[src/rtl/nbr_pkg.sv]
package nbr_pkg;

  // Sequencer phases of one flash access
  typedef enum logic [2:0] {
    PH_IDLE  = 3'd0,
    PH_SETUP = 3'd1,
    PH_LOW   = 3'd2,
    PH_HOLD  = 3'd3,
    PH_DONE  = 3'd4
  } phase_e;

  // Decoded meaning of an address window
  typedef struct packed {
    logic flash;  // access reaches the flash
    logic multi;  // full word, one byte per lane
    logic cle;    // command latch high during the cycle
    logic ale;    // address latch high during the cycle
    logic ctrl;   // bridge control register
  } access_t;

  localparam int WIN_WORD = 0;
  localparam int WIN_BYTE = 1;
  localparam int WIN_CMD  = 2;
  localparam int WIN_ALE  = 3;
  localparam int WIN_CTRL = 4;

endpackage

[src/rtl/nbr_decode.sv]
module nbr_decode
  import nbr_pkg::*;
#(
  parameter int WIN_W = 3
) (
  input  logic [WIN_W-1:0] win,
  output access_t          acc
);

  always_comb begin
    acc = '0;
    if (win == WIN_W'(WIN_WORD)) begin
      acc.flash = 1'b1;
      acc.multi = 1'b1;
    end else if (win == WIN_W'(WIN_BYTE)) begin
      acc.flash = 1'b1;
    end else if (win == WIN_W'(WIN_CMD)) begin
      acc.flash = 1'b1;
      acc.cle   = 1'b1;
    end else if (win == WIN_W'(WIN_ALE)) begin
      acc.flash = 1'b1;
      acc.ale   = 1'b1;
    end else if (win == WIN_W'(WIN_CTRL)) begin
      acc.ctrl  = 1'b1;
    end
  end

endmodule

[src/rtl/nbr_profile.sv]
module nbr_profile
  import nbr_pkg::*;
#(
  parameter int CNT_W      = 4,
  parameter int SLOW_SETUP = 3,
  parameter int SLOW_LOW   = 6,
  parameter int SLOW_HOLD  = 3,
  parameter int FAST_SETUP = 1,
  parameter int FAST_LOW   = 2,
  parameter int FAST_HOLD  = 1
) (
  input  logic             fast,
  input  phase_e           target,
  output logic [CNT_W-1:0] load
);

  // Counter preload is the phase length minus one
  always_comb begin
    case (target)
      PH_SETUP: load = fast ? CNT_W'(FAST_SETUP - 1) : CNT_W'(SLOW_SETUP - 1);
      PH_LOW:   load = fast ? CNT_W'(FAST_LOW - 1)   : CNT_W'(SLOW_LOW - 1);
      default:  load = fast ? CNT_W'(FAST_HOLD - 1)  : CNT_W'(SLOW_HOLD - 1);
    endcase
  end

endmodule

[src/rtl/nbr_packer.sv]
module nbr_packer #(
  parameter int BYTE_W = 8,
  parameter int BYTES  = 4,
  parameter int IDX_W  = 2
) (
  input  logic                    clk,
  input  logic                    rst,
  input  logic                    clr,
  input  logic                    cap,
  input  logic [IDX_W-1:0]        idx,
  input  logic [BYTE_W-1:0]       din,
  output logic [BYTE_W*BYTES-1:0] word
);

  for (genvar g = 0; g < BYTES; g++) begin : g_lane
    logic [BYTE_W-1:0] lane_q;
    always_ff @(posedge clk) begin
      if (rst || clr)
        lane_q <= '0;
      else if (cap && idx == IDX_W'(g))
        lane_q <= din;
    end
    assign word[g*BYTE_W +: BYTE_W] = lane_q;
  end

endmodule

[src/rtl/nand_timing_bridge.sv]
module nand_timing_bridge
  import nbr_pkg::*;
#(
  parameter int ADDR_W     = 3,
  parameter int BYTE_W     = 8,
  parameter int BYTES      = 4,
  parameter int SLOW_SETUP = 3,
  parameter int SLOW_LOW   = 6,
  parameter int SLOW_HOLD  = 3,
  parameter int FAST_SETUP = 1,
  parameter int FAST_LOW   = 2,
  parameter int FAST_HOLD  = 1
) (
  input  logic                    clk,
  input  logic                    rst,
  input  logic [ADDR_W-1:0]       bus_addr,
  input  logic                    bus_read,
  input  logic                    bus_write,
  input  logic [BYTES*BYTE_W-1:0] bus_wdata,
  output logic [BYTES*BYTE_W-1:0] bus_rdata,
  output logic                    bus_waitreq,
  output logic                    fl_ce_n,
  output logic                    fl_re_n,
  output logic                    fl_we_n,
  output logic                    fl_cle,
  output logic                    fl_ale,
  output logic [BYTE_W-1:0]       fl_dq_out,
  output logic                    fl_dq_oe,
  input  logic [BYTE_W-1:0]       fl_dq_in
);

  localparam int WORD_W = BYTES * BYTE_W;
  localparam int CNT_W  = $clog2(SLOW_SETUP + SLOW_LOW + SLOW_HOLD +
                                 FAST_SETUP + FAST_LOW + FAST_HOLD + 1);
  localparam int IDX_W  = (BYTES > 1) ? $clog2(BYTES) : 1;

  phase_e            phase_q, nxt, load_tgt;
  logic [CNT_W-1:0]  cnt_q, cnt_nxt, load_val;
  logic [IDX_W-1:0]  idx_q, idx_nxt;
  access_t           acc_dec, acc_q, acc_eff;
  logic              wr_q, wr_eff, mode_q, fast_q, fast_nxt, prof_fast;
  logic              req, in_idle, cnt_zero, last_byte, active_nxt, cap;
  logic [WORD_W-1:0] wdata_q, data_eff, packed_word, rdata_q;
  logic              ce_n_q, re_n_q, we_n_q, cle_q, ale_q, oe_q;
  logic [BYTE_W-1:0] dq_q;

  nbr_decode #(.WIN_W(ADDR_W)) u_decode (
    .win (bus_addr),
    .acc (acc_dec)
  );

  nbr_profile #(
    .CNT_W(CNT_W),
    .SLOW_SETUP(SLOW_SETUP), .SLOW_LOW(SLOW_LOW), .SLOW_HOLD(SLOW_HOLD),
    .FAST_SETUP(FAST_SETUP), .FAST_LOW(FAST_LOW), .FAST_HOLD(FAST_HOLD)
  ) u_profile (
    .fast   (prof_fast),
    .target (load_tgt),
    .load   (load_val)
  );

  nbr_packer #(.BYTE_W(BYTE_W), .BYTES(BYTES), .IDX_W(IDX_W)) u_packer (
    .clk  (clk),
    .rst  (rst),
    .clr  (in_idle && req),
    .cap  (cap),
    .idx  (idx_q),
    .din  (fl_dq_in),
    .word (packed_word)
  );

  assign req      = bus_read || bus_write;
  assign in_idle  = (phase_q == PH_IDLE);
  assign acc_eff  = in_idle ? acc_dec   : acc_q;
  assign wr_eff   = in_idle ? bus_write : wr_q;
  assign data_eff = in_idle ? bus_wdata : wdata_q;
  assign cnt_zero = (cnt_q == '0);
  assign last_byte = acc_eff.multi ? (idx_q == IDX_W'(BYTES - 1)) : 1'b1;
  // Read byte is taken on the edge that ends the strobe-low phase
  assign cap      = (phase_q == PH_LOW) && cnt_zero && !wr_q;

  always_comb begin
    nxt       = phase_q;
    cnt_nxt   = cnt_q - CNT_W'(1);
    idx_nxt   = idx_q;
    load_tgt  = PH_SETUP;
    prof_fast = fast_q;
    fast_nxt  = fast_q;
    case (phase_q)
      PH_IDLE: begin
        cnt_nxt = cnt_q;
        if (req) begin
          if (acc_dec.flash) begin
            nxt       = PH_SETUP;
            prof_fast = mode_q;
            fast_nxt  = mode_q;
            cnt_nxt   = load_val;
            idx_nxt   = '0;
          end else begin
            nxt = PH_DONE;
          end
        end
      end
      PH_SETUP: if (cnt_zero) begin
        nxt      = PH_LOW;
        load_tgt = PH_LOW;
        cnt_nxt  = load_val;
      end
      PH_LOW: if (cnt_zero) begin
        nxt      = PH_HOLD;
        load_tgt = PH_HOLD;
        cnt_nxt  = load_val;
      end
      PH_HOLD: if (cnt_zero) begin
        if (last_byte) begin
          nxt = PH_DONE;
        end else begin
          // profile is re-sampled at each byte cycle boundary
          nxt       = PH_SETUP;
          idx_nxt   = idx_q + IDX_W'(1);
          prof_fast = mode_q;
          fast_nxt  = mode_q;
          cnt_nxt   = load_val;
        end
      end
      PH_DONE: begin
        nxt     = PH_IDLE;
        cnt_nxt = cnt_q;
      end
      default: nxt = PH_IDLE;
    endcase
  end

  assign active_nxt = (nxt == PH_SETUP) || (nxt == PH_LOW) || (nxt == PH_HOLD);

  always_ff @(posedge clk) begin
    if (rst) begin
      phase_q <= PH_IDLE;
      cnt_q   <= '0;
      idx_q   <= '0;
      acc_q   <= '0;
      wr_q    <= 1'b0;
      mode_q  <= 1'b0;
      fast_q  <= 1'b0;
      wdata_q <= '0;
      rdata_q <= '0;
      ce_n_q  <= 1'b1;
      re_n_q  <= 1'b1;
      we_n_q  <= 1'b1;
      cle_q   <= 1'b0;
      ale_q   <= 1'b0;
      oe_q    <= 1'b0;
      dq_q    <= '0;
    end else begin
      phase_q <= nxt;
      cnt_q   <= cnt_nxt;
      idx_q   <= idx_nxt;
      fast_q  <= fast_nxt;
      if (in_idle && req) begin
        acc_q   <= acc_dec;
        wr_q    <= bus_write;
        wdata_q <= bus_wdata;
        if (acc_dec.ctrl && bus_write)
          mode_q <= bus_wdata[0];
      end
      if (nxt == PH_DONE && phase_q != PH_DONE) begin
        if (acc_eff.ctrl)
          rdata_q <= WORD_W'(mode_q);
        else if (acc_eff.flash && !wr_eff)
          rdata_q <= packed_word;
        else
          rdata_q <= '0;
      end
      ce_n_q <= !active_nxt;
      re_n_q <= !((nxt == PH_LOW) && !wr_eff);
      we_n_q <= !((nxt == PH_LOW) && wr_eff);
      cle_q  <= active_nxt && acc_eff.cle;
      ale_q  <= active_nxt && acc_eff.ale;
      oe_q   <= active_nxt && wr_eff;
      dq_q   <= data_eff[idx_nxt*BYTE_W +: BYTE_W];
    end
  end

  assign bus_waitreq = req && (phase_q != PH_DONE);
  assign bus_rdata   = rdata_q;
  assign fl_ce_n     = ce_n_q;
  assign fl_re_n     = re_n_q;
  assign fl_we_n     = we_n_q;
  assign fl_cle      = cle_q;
  assign fl_ale      = ale_q;
  assign fl_dq_oe    = oe_q;
  assign fl_dq_out   = dq_q;

endmodule

[config.mk]
export PLATFORM = sky130hd
export DESIGN_NAME = nand_timing_bridge
export DESIGN_NICKNAME = d
export VERILOG_FILES = /design/src/rtl/nbr_pkg.sv /design/src/rtl/nbr_decode.sv /design/src/rtl/nbr_profile.sv /design/src/rtl/nbr_packer.sv /design/src/rtl/nand_timing_bridge.sv
export SDC_FILE = /design/constraint.sdc
export NUM_CORES = 1
export LEC_CHECK = 0
export BUFFER_PORTS_ARGS = -buffer_cell sky130_fd_sc_hd__buf_2
export CORE_ASPECT_RATIO = 0.7
export CORE_UTILIZATION = 50
export DETAILED_ROUTE_END_ITERATION = 16
export HOLD_SLACK_MARGIN = 0.05
export PLACE_DENSITY_LB_ADDON = 0.1
export REMOVE_ABC_BUFFERS = 1
export SKIP_CTS_REPAIR_TIMING = 1
export SLEW_MARGIN = 0
export SYNTH_ARGS = -nofsm -noshare
export SYNTH_HDL_FRONTEND = slang
export SYNTH_SLANG_ARGS = --single-unit
[constraint.sdc]
create_clock -name clk -period 2 [get_ports clk]
set_input_delay 0.1 -clock clk [delete_from_list [all_inputs] [get_ports clk]]
set_output_delay 0.1 -clock clk [all_outputs]
set_load 0.05 [all_outputs]
==> results of run 1 <==
-- worst paths after layout --
path / from / end / slack, ps / cells past startpoint
max: cnt_q[1] / u_packer.g_lane[1].lane_q[2] / -80 / 9
max reg2reg: cnt_q[1] / u_packer.g_lane[1].lane_q[2] / -80 / 9
min reg2reg: wdata_q[3] / wdata_q[3] / 450 / 2
min: bus_read / wr_q / 70 / 4
-- stage by stage --
step | utilization (%) | setup slack (ps)
final | 76.38 | -81.52
after global routing | 76.38 | -165.6
after CTS | 67.00 | -231.2
after detailed placement | 60.60 | -171.9
after global placement | 60.60 | -85.26
after floorplan | - | -2269
-- flip-flops by register name, indices dropped and copies added, names as in the netlist --
name	count
bus_rdata	32
u_packer.g_lane.lane_q	32
wdata_q	32
fl_dq_out	8
acc_q	5
cnt_q	5
phase_q	3
idx_q	2
fast_q	1
fl_ale	1
fl_ce_n	1
fl_cle	1
fl_dq_oe	1
fl_re_n	1
fl_we_n	1
mode_q	1
wr_q	1
-- cell usage after synthesis, types with 6 or more instances --
cell	n
clkbuf_1	22
o21ai_0	12
ha_1	6
nand3_1	36
and2_1	7
nand2_1	184
nor3_1	14
a21oi_1	111
dfxtp_1	128
nor2_1	26
buf_2	13
o21ai_1	7
a211oi_1	6
mux2i_1	8
o31ai_1	10
inv_1	8
-- logic make-up after synthesis --
family          Yosys count  synth area share [%]
compound gates          178                 19.22
buf+inv                  53                 4.612
fa+ha+maj                 6                 1.370
mux                      14                 3.973
xor+xnor                  2                0.4567
flops                   128                 46.76
simple gates            291                 23.61
-- layer usage --
layer | vias up | track usage [%] | wire [um]
met2 | 271 | 38.46 | 7462
li1 | 2681 | - | -
met3 | 28 | 7.287 | 1388
met4 | 0 | 8.983 | 226
met1 | 2676 | 37.83 | 7904
met5 | - | 0 | 0
-- where the power goes --
| group | switching [mW] | leakage, nW | internal [mW] |
|---|---|---|---|
| combinational | 1.69 | 1.77 | 1.16 |
| sequential | 0.144 | 1.04 | 2.78 |
| clock | 1.17 | 0.319 | 2.37 |
| total | 3.00 | 3.13 | 6.31 |
-- final cells by class --
| class | instances | area, sq um | area share (%) |
|---|---|---|---|
| multi-input combinational | 491 | 3035 | 37.81 |
| sequential | 128 | 2564 | 31.93 |
| timing repair buffer | 200 | 1541 | 19.20 |
| clock buffer | 18 | 439.2 | 5.470 |
| clock inverter | 13 | 234.0 | 2.914 |
| tap | 148 | 185.2 | 2.306 |
| inverter | 8 | 30.03 | 0.3740 |
-- critical path: stages, from the launching register on --
cell     delay, ps
dfxtp_2        330
inv_2           70
ha_4           130
or4b_4         500
nor2_4         110
nor4b_4        220
buf_6          180
and2_4         230
nand2_1         80
a21oi_1        150
==> results.cfg, run 1 <==
[run_status]
run_status = finished, violations left
violations = setup timing

[cells_and_area]
nets = 899
finalInstanceArea_sq_mm = 0.008029
area_growth_pct = 46.51
final_cell_mix = 149 x nand2_1, 127 x dfxtp_1, 93 x buf_2, 80 x a21oi_1, 46 x buf_4
final_common_cell = nand2_1
fin_cells = 1006
diodes = 0
drive_gt1_share_pct = 34.85
nFillCells = 676

[synth]
yosys.area.top_type = dfxtp_1
synth_edf_count = 0
ys_warn_count = 0
ys.flop_type = dfxtp_1
synth_area_leaders = dfxtp_1 47%, nand2_1 13%, a21oi_1 10%
postSynthAreaPerCell_sq_um = 8.155
async_flop_share_pct = 0
synth.distinct_cells = 55
syn_area_sq_mm = 0.005480
ys_ff_latch = 128
synth_top_area_share_pct = 46.76
syn_inst = 672
yosysSeqAreaShare_pct = 46.76

[die]
chipWidth_um = 127.1
initial_core_util_pct = 52.14
die_h_um = 89.59
rows = 31
coreArea_sq_mm = 0.01051
dieArea_sq_mm = 0.01139
ioPinCount = 94

[timing]
tightest_slew_ps = 501.4
worst_slack_ps = -81.52
finClkSkew_ps = 12.37
layout_min_cycle_time_ps = 2082
hold_viol = 0
setup-tns-final_ps = -761.6
setup_viol = 31
slew_headroom_pct = 66.58
rsz0062_at_grt = true
whs_ps = 69.99
min_period_over_period_pct = 104.1
fmax_ghz = 0.4804
finalMaxSlewViolations = 0

[detailed_routing]
drt-wirelength-per-cell_um = 16.88
antenna_left = 0
vias = 5656
drt_iter0_drc = 538
wl_um = 16980
dr.pass1.iters = 5
vias_per_cell = 5.622
drc = 0

[grt]
grt_pass1_vias = 4586
grt_pass1_wl_um = 23070
antenna_found_initial = 0
gr-total-overflow = 0
grt_util_all_layers_pct = 26.44
grt_max_degree = 43

[clocking]
h-tree-depth = 4
path_clk_slew_ps = 60
root_buffer = clkbuf_16
cts_tree = done
numCtsBuffers = 17
clk_latency_ps = 420
clk_path_buf_depth = 2
cts.sinks = 128

[power_and_ir_drop]
p_total_mw = 9.309
ir_drop_mv = 0.7788
leakagePower_nw = 3.126
p_per_area_mw_per_mm2 = 1159

[setup_path]
crit_arrival_ps = 2420
critPathMaxFanout = 8
end_kind = flip-flop
required_ps = 2340
start_kind = flip-flop
critPathKind = reg -> reg

[placed_design]
dp_hpwl_um = 10230
place_area_sq_mm = 0.006370
place.gp.congestion = 0.8845
post-place-cells = 921
io_buffers = 93

[run]
cap_viol_max_count = 0

[worst_hold_path]
hold_class = in -> reg
Note: power is estimated with default switching activity, not from simulation.
==> run 2, diff against run 1 <==
--- a/config.mk
+++ b/config.mk
@@ -5,7 +5,7 @@
 export SDC_FILE = /design/constraint.sdc
 export NUM_CORES = 1
 export LEC_CHECK = 0
-export BUFFER_PORTS_ARGS = -buffer_cell sky130_fd_sc_hd__buf_2
+export BUFFER_PORTS_ARGS = -buffer_cell sky130_fd_sc_hd__buf_4
 export CORE_ASPECT_RATIO = 0.7
 export CORE_UTILIZATION = 50
 export DETAILED_ROUTE_END_ITERATION = 16
==> results.cfg, run 2 (synthesized netlist as in run 1, its figures left out) <==
[die]
coreArea_sq_mm = 0.01051
rows = 31
ioPinCount = 94
initial_core_util_pct = 52.14
dieArea_sq_mm = 0.01139
die_h_um = 89.59
chipWidth_um = 127.1

[setup_path]
required_ps = 2340
critPathKind = reg -> reg
crit_arrival_ps = 2430
max_stage_delay_ps = 500
end_kind = flip-flop
path_delay_family = simple AND/OR/NAND/NOR gates
path_cells = inv_2, ha_4, or4b_4, nor2_4, nor4b_4, buf_6, and2_4, nand2_1, a21oi_2
crit_buf_inv = 2
start_kind = flip-flop
cp_slowest_cell = or4b_4
critPathMaxFanout = 8

[grt]
grt_pass1_wl_um = 23480
grt_pass1_vias = 4758
gr-total-overflow = 0
grt_max_degree = 37
grt_util_all_layers_pct = 26.78
antenna_found_initial = 0

[detailed_routing]
antenna_left = 0
drc = 0
dr.pass1.iters = 5
drt_iter0_drc = 517
wl_um = 17050
drt-wirelength-per-cell_um = 17.01
vias = 5629
vias_per_cell = 5.618

[clocking]
cts_tree = done
numCtsBuffers = 17
root_buffer = clkbuf_16
clk_latency_ps = 410
clk_path_buf_depth = 2
cts.sinks = 128
path_clk_slew_ps = 60
h-tree-depth = 4

[cells_and_area]
finalInstanceArea_sq_mm = 0.008009
multi_input_area_sq_mm = 0.002940
diodes = 0
fin_util_pct = 76.19
final_cell_mix = 169 x nand2_1, 137 x buf_4, 126 x dfxtp_1, 91 x a21oi_1, 44 x dlygate4sd3_1
final-seq-area_sq_mm = 0.002565
drive_gt1_share_pct = 30.56
area_growth_pct = 46.14
final_common_cell = nand2_1
nets = 894
nFillCells = 711

[run_status]
run_status = finished, violations left
violations = setup timing

[timing]
slew_headroom_pct = 68.99
fmax_ghz = 0.4767
tightest_slew_ps = 465.1
finClkSkew_ps = 7.117
setup_viol = 35
rsz0062_at_grt = true
hold_viol = 0
worst_slack_ps = -97.91
min_period_over_period_pct = 104.9
setup-tns-final_ps = -1034
layout_min_cycle_time_ps = 2098
finalMaxSlewViolations = 0

[worst_hold_path]
hold_class = in -> reg

[power_and_ir_drop]
leakagePower_nw = 3.095
p_per_area_mw_per_mm2 = 1103
ir_drop_mv = 0.6816

[placed_design]
place.gp.congestion = 0.8926
dp_hpwl_um = 10460
io_buffers = 93
place_area_sq_mm = 0.006580

[run]
cap_viol_max_count = 0
==> run 2: per-layer routing <==
layer  track usage (%)  up-vias  wire [um]
li1                  -     2666          -
met1             37.70     2629       7528
met2             41.41      296       7703
met3             6.576       38       1458
met4             7.143        0        356
met5                 0        -          0
==> run 2: worst register-to-register path: cells and delay by family (launching register included) <==
kind / cells / cell delay, ps
AOI/OAI and AO/OA: 1 / 140
adders and majority gates: 1 / 140
buffers and inverters: 2 / 260
DFF: 1 / 330
and+or+nand+nor: 5 / 1180
==> run 2: layout make-up <==
class	count	area share, %
Inverter	8	0.3749
Tap cell	148	2.312
Clock inverter	12	1.672
Clock buffer	20	5.702
Sequential cell	128	32.03
Timing Repair Buffer	195	21.20
Multi-Input combinational cell	491	36.71
==> run 2: report_power, final <==
part | total, mW | leakage [nW] | switching, mW | internal (mW)
combinational | 2.82 | 1.77 | 1.65 | 1.17
clock | 3.08 | 0.287 | 1.17 | 1.91
sequential | 2.93 | 1.04 | 0.144 | 2.79
==> run 2: through the flow <==
step / hold WS (ps) / std cells / power [mW] / worst slack (ps)
floorplan: 169.1 / 627 / 4.345 / -2269
global placement: 357.6 / 918 / 5.315 / -97.78
detailed placement: 367.6 / 918 / 5.380 / -167.0
CTS: -61.47 / 950 / 8.449 / -219.1
global route: 65.04 / 1002 / 9.167 / -169.1
finish: 54.03 / 1002 / 8.830 / -97.91
==> run 2: final timing paths <==
path | start | end | slack (ps) | depth (start not counted)
max | cnt_q[0] | u_packer.g_lane[3].lane_q[0] | -100 | 9
min | bus_addr[2] | acc_q[1] | 50 | 3
max reg2reg | cnt_q[0] | u_packer.g_lane[3].lane_q[0] | -100 | 9
min reg2reg | u_packer.g_lane[2].lane_q[7] | u_packer.g_lane[2].lane_q[7] | 450 | 2
==> run 3, diff against run 2 <==
--- a/config.mk
+++ b/config.mk
@@ -5,10 +5,10 @@
 export SDC_FILE = /design/constraint.sdc
 export NUM_CORES = 1
 export LEC_CHECK = 0
-export BUFFER_PORTS_ARGS = -buffer_cell sky130_fd_sc_hd__buf_4
 export CORE_ASPECT_RATIO = 0.7
-export CORE_UTILIZATION = 50
+export CORE_UTILIZATION = 57
 export DETAILED_ROUTE_END_ITERATION = 16
+export DONT_BUFFER_PORTS = 1
 export HOLD_SLACK_MARGIN = 0.05
 export PLACE_DENSITY_LB_ADDON = 0.1
 export REMOVE_ABC_BUFFERS = 1
==> results.cfg, run 3 (synthesized netlist as in run 1, its figures left out) <==
[run_status]
run_status = finished, violations left
violations = hold timing, setup timing

[power_and_ir_drop]
ir_drop_mv = 0.7511
p_per_area_mw_per_mm2 = 1184
p_total_mw = 8.766
leakagePower_nw = 2.655

[placed_design]
io_buffers = 0
post-place-cells = 798
dp_hpwl_um = 9965
place.gp.congestion = 0.8861
dp_slack_ps = -142.0
place_area_sq_mm = 0.005817

[timing]
worst_slack_ps = -65.46
whs_ps = -179.7
setup_viol = 11
tightest_slew_ps = 580.3
min_period_over_period_pct = 103.3
hold_viol = 12
slew_headroom_pct = 61.26
finalMaxSlewViolations = 0
fmax_ghz = 0.4842
layout_min_cycle_time_ps = 2065
rsz0062_at_grt = true
setup-tns-final_ps = -171.7
finClkSkew_ps = 12.28

[clocking]
root_buffer = clkbuf_16
numCtsBuffers = 17
h-tree-depth = 4
cts_tree = done
path_clk_slew_ps = 60
cts.sinks = 128
clk_latency_ps = 420
clk_path_buf_depth = 2

[die]
dieArea_sq_mm = 0.01002
ioPinCount = 94
rows = 29
die_h_um = 84.04
chipWidth_um = 119.2
coreArea_sq_mm = 0.009180
initial_core_util_pct = 59.70

[grt]
grt_pass1_vias = 4760
gr-total-overflow = 0
grt_pass1_wl_um = 23620
grt_util_all_layers_pct = 30.33
antenna_found_initial = 0
grt_max_degree = 85

[detailed_routing]
drt_iter0_drc = 478
wl_um = 17120
vias_per_cell = 6.174
drc = 0
drt-wirelength-per-cell_um = 19.34
vias = 5464
antenna_left = 0
dr.pass1.iters = 7

[setup_path]
crit_arrival_ps = 2370
required_ps = 2300
critPathKind = reg -> reg
end_kind = flip-flop
critPathMaxFanout = 5
start_kind = flip-flop

[cells_and_area]
diodes = 0
nets = 803
fin_util_pct = 80.65
multi_input_area_sq_mm = 0.003050
drive_gt1_share_pct = 25.89
nFillCells = 588
final-seq-area_sq_mm = 0.002565
final_common_cell = nand2_1
fin_cells = 885
area_growth_pct = 35.09
finalInstanceArea_sq_mm = 0.007403
final_cell_mix = 154 x nand2_1, 126 x dfxtp_1, 86 x a21oi_1, 44 x dlygate4sd3_1, 44 x buf_4

[worst_hold_path]
hold_class = in -> reg

[run]
cap_viol_max_count = 0
run 3: cell count changes in the layout (fill, tap and decap cells not counted), sizes merged:
| cell | delta |
|---|---|
| buf | -91 |
| clkinv | -4 |
| clkbuf | +1 |
| clkinvlp | +2 |
| inv | -1 |
run 3: path summary, 6_finish.rpt:
| kind | startpoint | cells past startpoint | to | slack (ps) |
|---|---|---|---|---|
| min reg2reg | wdata_q[11] | 2 | wdata_q[11] | 450 |
| min | fl_dq_in[3] | 2 | u_packer.g_lane[1].lane_q[3] | -180 |
| max | cnt_q[1] | 8 | fl_dq_out[0] | -70 |
| max reg2reg | cnt_q[1] | 8 | fl_dq_out[0] | -70 |
run 3: report_power, final:
group / internal (mW) / switching (mW)
Combinational: 1.12 / 1.45
Sequential: 2.79 / 0.385
Clock: 1.92 / 1.12
Total: 5.82 / 2.95
run 3: cell type report:
cell class,count,share of cell area (%)
timing repair buffer,104,13.82
inverter,8,0.4056
tap,124,2.096
clock inverter,9,1.470
clock buffer,21,6.355
sequential,128,34.65
multi-input combinational,491,41.20
run 3: metal layers:
| metal | vias to the layer above | global-route usage [%] | routed length (um) |
|---|---|---|---|
| li1 | 2492 | - | - |
| met1 | 2608 | 42.62 | 7355 |
| met2 | 322 | 43.76 | 7598 |
| met3 | 42 | 9.221 | 1789 |
| met4 | 0 | 10.70 | 376 |
| met5 | - | 0 | 0 |
run 3: worst max-delay path: stages, from the launching register on:
cell     delay [ps]
dfxtp_2         330
inv_2            70
ha_4            120
nor4b_4         310
nand3_2         170
mux2i_4         250
buf_6           160
mux4_2          300
a22o_1          230
